`config.mk`:
```
export PLATFORM = sky130hd
export DESIGN_NAME = pirq_router
export DESIGN_NICKNAME = d
export VERILOG_FILES = /design/src/rtl/pirq_router_pkg.sv /design/src/rtl/pirq_route_regs.sv /design/src/rtl/pirq_level_map.sv /design/src/rtl/pirq_slot_swizzle.sv /design/src/rtl/pirq_router.sv
export SDC_FILE = /design/constraint.sdc
export NUM_CORES = 1
export LEC_CHECK = 0
export CORE_UTILIZATION = 43
export DETAILED_ROUTE_END_ITERATION = 8
export HOLD_SLACK_MARGIN = 0.12
export PLACE_DENSITY = 0.79
export RECOVER_POWER = 25
export SYNTH_ARGS = -nofsm -noshare
export SYNTH_HDL_FRONTEND = slang
export SYNTH_SLANG_ARGS = --single-unit
```
`constraint.sdc`:
```
create_clock -name clk_i -period 1.3 [get_ports clk_i]
set_input_delay 0.13 -clock clk_i [delete_from_list [all_inputs] [get_ports clk_i]]
set_output_delay 0.13 -clock clk_i [all_outputs]
set_load 0.01 [all_outputs]
```
`src/rtl/pirq_router_pkg.sv`:
```
package pirq_router_pkg;
  localparam int ROUTE_W = 8;
  localparam int CFG_DW  = 32;
  localparam int CFG_BE  = CFG_DW / 8;
  typedef logic [ROUTE_W-1:0] route_t;
endpackage

```
`src/rtl/pirq_route_regs.sv`:
```
module pirq_route_regs
  import pirq_router_pkg::*;
#(
  parameter int N_PIRQ    = 4,
  parameter int ADDR_W    = 8,
  parameter int BASE_ADDR = 'h60,
  parameter int RESET_VAL = 'h80
) (
  input  logic                      clk_i,
  input  logic                      rst_ni,
  input  logic                      we_i,
  input  logic [ADDR_W-1:0]         addr_i,
  input  logic [CFG_DW-1:0]         wdata_i,
  input  logic [CFG_BE-1:0]         be_i,
  output logic [N_PIRQ*ROUTE_W-1:0] route_q_o,
  output logic [N_PIRQ*ROUTE_W-1:0] route_d_o
);
  localparam int DW_W = ADDR_W - 2;

  for (genvar r = 0; r < N_PIRQ; r++) begin : g_reg
    localparam int OFF  = BASE_ADDR + r;
    localparam int LANE = OFF % CFG_BE;
    localparam int DWI  = OFF / CFG_BE;
    logic   hit;
    route_t q;

    assign hit = we_i && (addr_i[ADDR_W-1:2] == DW_W'(DWI)) && be_i[LANE];
    assign route_d_o[r*ROUTE_W +: ROUTE_W] = hit ? wdata_i[LANE*8 +: ROUTE_W] : q;
    assign route_q_o[r*ROUTE_W +: ROUTE_W] = q;

    always_ff @(posedge clk_i or negedge rst_ni) begin
      if (!rst_ni) q <= route_t'(RESET_VAL);
      else         q <= route_d_o[r*ROUTE_W +: ROUTE_W];
    end
  end
endmodule

```
`src/rtl/pirq_level_map.sv`:
```
module pirq_level_map
  import pirq_router_pkg::*;
#(
  parameter int N_PIRQ = 4,
  parameter int N_IRQ  = 16
) (
  input  logic                      clk_i,
  input  logic                      rst_ni,
  input  logic [N_PIRQ*ROUTE_W-1:0] route_d_i,
  input  logic [N_PIRQ-1:0]         pirq_i,
  output logic [N_IRQ-1:0]          irq_o
);
  localparam int MAP_W = N_IRQ * N_PIRQ;

  logic [MAP_W-1:0] map_d, map_q;

  // Map rebuilt every cycle from live levels under the routing of this edge
  for (genvar i = 0; i < N_IRQ; i++) begin : g_irq
    for (genvar r = 0; r < N_PIRQ; r++) begin : g_pirq
      assign map_d[i*N_PIRQ + r] =
        pirq_i[r] && (route_d_i[r*ROUTE_W +: ROUTE_W] == ROUTE_W'(i));
    end
    assign irq_o[i] = |map_q[i*N_PIRQ +: N_PIRQ];
  end

  always_ff @(posedge clk_i or negedge rst_ni) begin
    if (!rst_ni) map_q <= '0;
    else         map_q <= map_d;
  end
endmodule

```
`src/rtl/pirq_slot_swizzle.sv`:
```
module pirq_slot_swizzle #(
  parameter int N_PIRQ = 4,
  parameter int SLOT_W = 5
) (
  input  logic [SLOT_W-1:0]         slot_i,
  input  logic [$clog2(N_PIRQ)-1:0] intx_i,
  output logic [$clog2(N_PIRQ)-1:0] pirq_o
);
  localparam int PW  = $clog2(N_PIRQ);
  localparam int SW  = SLOT_W + 2;
  logic [SW-1:0] sum;

  // slot - 1 taken modulo N_PIRQ as slot + N_PIRQ - 1
  assign sum    = SW'(slot_i) + SW'(intx_i) + SW'(N_PIRQ - 1);
  assign pirq_o = sum[PW-1:0];
endmodule

```
`src/rtl/pirq_router.sv`:
```
module pirq_router
  import pirq_router_pkg::*;
#(
  parameter int N_PIRQ    = 4,
  parameter int N_IRQ     = 16,
  parameter int ADDR_W    = 8,
  parameter int SLOT_W    = 5,
  parameter int BASE_ADDR = 'h60
) (
  input  logic                      clk_i,
  input  logic                      rst_ni,
  input  logic                      cfg_we_i,
  input  logic [ADDR_W-1:0]         cfg_addr_i,
  input  logic [CFG_DW-1:0]         cfg_wdata_i,
  input  logic [CFG_BE-1:0]         cfg_be_i,
  input  logic [N_PIRQ-1:0]         pirq_i,
  output logic [N_PIRQ*ROUTE_W-1:0] route_o,
  output logic [N_IRQ-1:0]          irq_o,
  input  logic [SLOT_W-1:0]         slot_i,
  input  logic [$clog2(N_PIRQ)-1:0] intx_i,
  output logic [$clog2(N_PIRQ)-1:0] slot_pirq_o
);
  logic [N_PIRQ*ROUTE_W-1:0] route_d;

  pirq_route_regs #(
    .N_PIRQ(N_PIRQ), .ADDR_W(ADDR_W), .BASE_ADDR(BASE_ADDR), .RESET_VAL('h80)
  ) u_regs (
    .clk_i, .rst_ni,
    .we_i(cfg_we_i), .addr_i(cfg_addr_i), .wdata_i(cfg_wdata_i), .be_i(cfg_be_i),
    .route_q_o(route_o), .route_d_o(route_d)
  );

  pirq_level_map #(.N_PIRQ(N_PIRQ), .N_IRQ(N_IRQ)) u_map (
    .clk_i, .rst_ni, .route_d_i(route_d), .pirq_i, .irq_o
  );

  pirq_slot_swizzle #(.N_PIRQ(N_PIRQ), .SLOT_W(SLOT_W)) u_swz (
    .slot_i, .intx_i, .pirq_o(slot_pirq_o)
  );
endmodule

```
# After elaboration in Yosys (flattened, before gate mapping)
# Index checks and enable logic that the tools add are counted.
# op_classes
addsub	2
n_eq_ne	61
muxes	4
reduce_logical	89
# ops
operator	count
8-bit by 4-bit == test with 1-bit output, second input constant	32
8-bit by 3-bit == test with 1-bit output, second input constant	16
1-bit logical AND	69
8-bit by 2-bit == test with 1-bit output, second input constant	8
4-bit OR reduction	16
8-bit by 1-bit == test with 1-bit output, second input constant	4
8-bit zero test	4
8-bit two-way mux	4
6-bit by 5-bit == test with 1-bit output, second input constant	1
2-bit adder	1
2-bit adder, second input constant	1
# word_totals
register_bits	96
in_bits	58
out_inout_bits	50
word_cells	161

# Logic depth before layout (Yosys ltp)
# depth
depth_word	6
depth_mapped	7
mapped_depth_nobuf	4

# Modules after synthesis
# Synthesis repeated with hierarchy kept, for this count alone.
# hier_totals
cells_unflattened	261
hier_area_um2	3799.9
# modules_own_cells
module	n_inst	area_each_um2	seq_area_each_um2	cells_per_inst
pirq_level_map	1	2502.4	1601.5	184
pirq_route_regs	1	1249.9	805.8	72
pirq_slot_swizzle	1	47.5	0.0	5

# Worst setup path before layout
# No wires, ideal clock.
# synth_timing
path_type	register to register
startpoint	reg u_regs.g_reg[0].q[6]
endpoint	reg u_map.map_q[12]
setup_ps	73
period_less_slack_ps	1476
setup_slack_ps	-176
path_buffers	0
arrival_ps	1403
path_stages_with_launch	5
required_time_ps	1227
cell_sequence	dfrtp_1 > or3_1 > nor4_1 > a21boi_0 > nor2_1
# synth_between
elab_chain_cells	3
# synth_rtl
element	line_no	rtl
start: declaration	pirq_route_regs.sv:25	route_t q;
start signal: assignment	pirq_route_regs.sv:32	if (!rst_ni) q <= route_t'(RESET_VAL);
start signal: assignment	pirq_route_regs.sv:33	else q <= route_d_o[r*ROUTE_W +: ROUTE_W];
8-bit two-way mux	pirq_route_regs.sv:28	assign route_d_o[r*ROUTE_W +: ROUTE_W] = hit ? wdata_i[LANE*8 +: ROUTE_W] : q;
8-bit by 2-bit == test with 1-bit output	pirq_level_map.sv:21	pirq_i[r] && (route_d_i[r*ROUTE_W +: ROUTE_W] == ROUTE_W'(i));
1-bit logical AND	pirq_level_map.sv:21	
net u_map.map_d[12]	pirq_level_map.sv:15	logic [MAP_W-1:0] map_d, map_q;
end signal: assignment	pirq_level_map.sv:28	else map_q <= map_d;
end: declaration	pirq_level_map.sv:15	
# The timed path passes the listed nets, and every way through them passes these cells.

# Worst setup path in the final report
# layout_timing
startpoint	reg u_map.map_q[49]
endpoint	out irq_o[12]
# layout_between
elab_chain_cells	1
# layout_rtl
element	line_no	rtl
4-bit OR reduction	pirq_level_map.sv:23	assign irq_o[i] = |map_q[i*N_PIRQ +: N_PIRQ];
end: declaration	pirq_router.sv:18	output logic [N_IRQ-1:0] irq_o,
# Every way passes these cells.

==> impl_results.md <==
* Root Buffer: clkbuf_8
* Largest net degree at the start of global routing at 28
* CP arrival at 1.45 ns
* Vias in the first global route at approximately 4,700
* Syn Area/Cell at approximately 9.3 µm²
* Final ANT Viol Nets at 0
* Post-Syn Area at 4560 µm²
* Core area at between 10,000 and 15,000 µm²
* Final Setup Violations at 49
* ANT cells at 0
* Post-layout minimum cycle time at roughly 1.6 ns
* Clock Sinks at 96
* Num rows at 37
* Violated checks: negative setup slack
* TritonCTS clock tree: yes
* Critical Path End Type: output port
* Register area at ~2400 µm²
* Full die area at about 11,000 µm²
* YS warnings at 0
* HPWL after DPL at approximately 10 mm
* Worst slack, placed at -0.696 ns
* Slowest-stage cell, CP: or4_4
* GRT overflow at 0
* Ranking of synthesized cells by area: dfrtp_1, nand2_1, nand3_1, nor2b_1, a21oi_1
* Iteration-0 DRC Markers at 247
* Cells after synthesis at around 490
* Max Cap Viol at 0
* Critical Path RT at roughly 1.2 ns
* Fraction of layout instances using a drive strength above 1 at ~41%
* GRT Total Usage at approximately 28%
* Slew margin rel. at 65.3%
* DRC viols at 0
* Worst vdd ir at 0.709 mV
* Hold Path Class: in2async
* Top post-synthesis cells by count: dfrtp_1, nand2_1, nand3_1, a21oi_1, nor2b_1
* # IOs at around 110
* Port bufs at between 100 and 150
* Fin worst setup slack at -0.281 ns
* Worst-path maximum fanout at 1
* Net Count, Synth at 551
* Final wirelength at around 15 mm
* Post-synthesis sequential area ratio at 52.8%
* Vias per cell at roughly 5.6
* Die width at 105 µm
* Ys async rst share at 100%
* Min Hold Slack at approximately 0.26 ns
* Worst-path cell chain: or4_4 -> buf_6
* Yosys top cell by area: dfrtp_1
* Avg WL per Cell at approximately 18 µm
* PwrDens at approximately 960 nW/µm²
* Area Growth Syn to Fin at 60.1%
* Buffers from clock root to sink, at most at 2
* Area of the multi-input gates at approximately 2600 µm²
* Worst-path clk slew at 0.09 ns
* Setup Crit Path Kind: reg2out
* Nets at between 700 and 800
* Static Leakage at between 3 and 4 nW
* Clock Latency Late Sink at approximately 0.37 ns
* Top_reg_cell synth: dfrtp_1
* Final cell count without fillers at between 800 and 900
* Period utilization at 122%
* Gpl congestion at between 1 and 1.5
* # H-tree levels at 3
* Worst-margin pin slew at ~0.52 ns
* Unrepaired setup endpoints after global routing: true
* Most numerous cell in the Yosys netlist: dfrtp_1
* Share of the synthesized area in the top cell type at between 50% and 60%
* 1st-pass router iterations at 5
* Max Fclk at about 630 MHz
* Yosys cell types at 37
* Num CTS Buffers at 9
* Yosys reg bits at 96
* DR vias at approximately 4,700
* Initial antenna violation count at 0
* Status: complete, but fails checks
* Fin util at between 70% and 80%
* Placed cells at ~800
* Largest stage delay, worst path at 0.52 ns
* Clock skew at approximately 0.011 ns
* Die Ht at between 100 and 150 µm
* Filler cells at between 700 and 800
* Initial Util at between 40% and 50%
* Final Hold Fails at 0
* CP startpoint kind: register
* Max Slew Vio Count at 0
* First-pass GRT wire length at 23.6 mm
* Post-synth EDFFs at 0
==> timing repair <==
action                                  in CTS  in global routing
gates resized for setup                    232                 73
cloned                                       4                  0
hold buffers                                 1                  0
hold endpoints to repair                    93                  0
pin swaps                                   34                 23
endpoints found under the setup margin     145                100
setup buffers                               21                  3
==> critical path: cells and delay by family, from the launching register on <==
family / cells / cell delay (ns)
flops: 1 / 0.42
buf+inv: 1 / 0.13
simple gates: 1 / 0.52
==> where the power goes <==
part / leakage, nW / internal (mW) / switching [mW]
clock network: 0.110 / 1.08 / 1.01
logic: 1.98 / 0.819 / 0.839
registers: 1.30 / 3.12 / 0.0991
total: 3.39 / 5.02 / 1.95
==> final timing paths <==
kind	startpoint	to	slack, ns	depth (start not counted)
max	u_map.map_q[49]$_DFF_PN0_	irq_o[12]	-0.28	2
min	rst_ni	u_regs.g_reg[3].q[1]$_DFF_PN0_	0.26	2
max reg2reg	u_regs.g_reg[2].q[4]$_DFF_PN0_	u_map.map_q[30]$_DFF_PN0_	-0.18	5
min reg2reg	u_regs.g_reg[2].q[7]$_DFF_PN1_	u_regs.g_reg[2].q[7]$_DFF_PN1_	0.49	2
max in group asynchronous	rst_ni	u_regs.g_reg[2].q[7]$_DFF_PN1_	0.17	3
min in group clk_i	cfg_wdata_i[31]	u_regs.g_reg[3].q[7]$_DFF_PN1_	0.30	3
==> layer usage <==
layer | wire length (µm) | vias up | track usage, %
li1 | - | 2135 | -
met1 | 5890 | 2271 | 33.2
met2 | 7750 | 202 | 48.7
met3 | 916 | 42 | 5.49
met4 | 604 | 0 | 13.6
met5 | 0 | - | 0
==> stage by stage <==
stage / total power [mW] / setup TNS, ns / cell area [µm²]
after floorplan: 3.80 / -1.75 / 4630
after global placement: 4.63 / -53.52 / 6400
after detailed placement: 4.66 / -57.95 / 6400
after CTS: 6.89 / -5.05 / 7040
after global routing: 7.27 / -8.36 / 7300
final: 6.97 / -5.56 / 7300
==> sequential cells by signal, summed over array words and instances, names as in the netlist <==
signal       flops
u_regs.g.q      32
u_map.map_q     64
==> cell families after synthesis <==
| logic type | Yosys count | share of synthesized area [%] |
|---|---|---|
| flip-flops | 96 | 52.8 |
| multiplexers | 16 | 3.84 |
| AND/OR/NAND/NOR | 278 | 31.8 |
| adder cells (fa/ha/maj) | 1 | 0.275 |
| XOR/XNOR | 2 | 0.384 |
| AO/OA/AOI/OAI | 56 | 7.11 |
| buffers and inverters | 43 | 3.73 |
==> placed cells by master (no fill, tap or decap), types with 3 or more instances in the layout <==
cell type and n:
nand3_1 48, nand3_2 5, buf_4 96, mux2i_4 3, o21ai_0 3, o22ai_2 4, nand2b_1 3, dlygate4sd2_1 22
nor4_4 3, or4_1 3, buf_2 7, nand4b_1 4, clkdlybuf4s50_1 41, buf_6 27, clkbuf_2 8, nor2_1 25
and3_4 3, o32ai_2 6, nand2b_4 3, and3_1 3, dfstp_2 4, inv_1 19, clkbuf_8 9, clkdlybuf4s15_1 7
dfrtp_1 84, nor2b_1 25, nand4_1 21, nor2b_2 4, nor3_1 3, mux2_4 3, nand2_1 84, or4_4 13
mux2_2 7, clkinv_2 3, nor3_4 3, a21oi_2 34, dfrtp_2 8, mux2i_1 3, and4_1 3
==> layout make-up <==
class,count,area share (%)
Clock buffer,10,1.75
Clock inverter,6,1.15
Inverter,19,0.977
Multi-Input combinational cell,355,35.2
Sequential cell,96,33.1
Tap cell,136,2.33
Timing Repair Buffer,214,25.5
(Power assumes the default switching activity.)
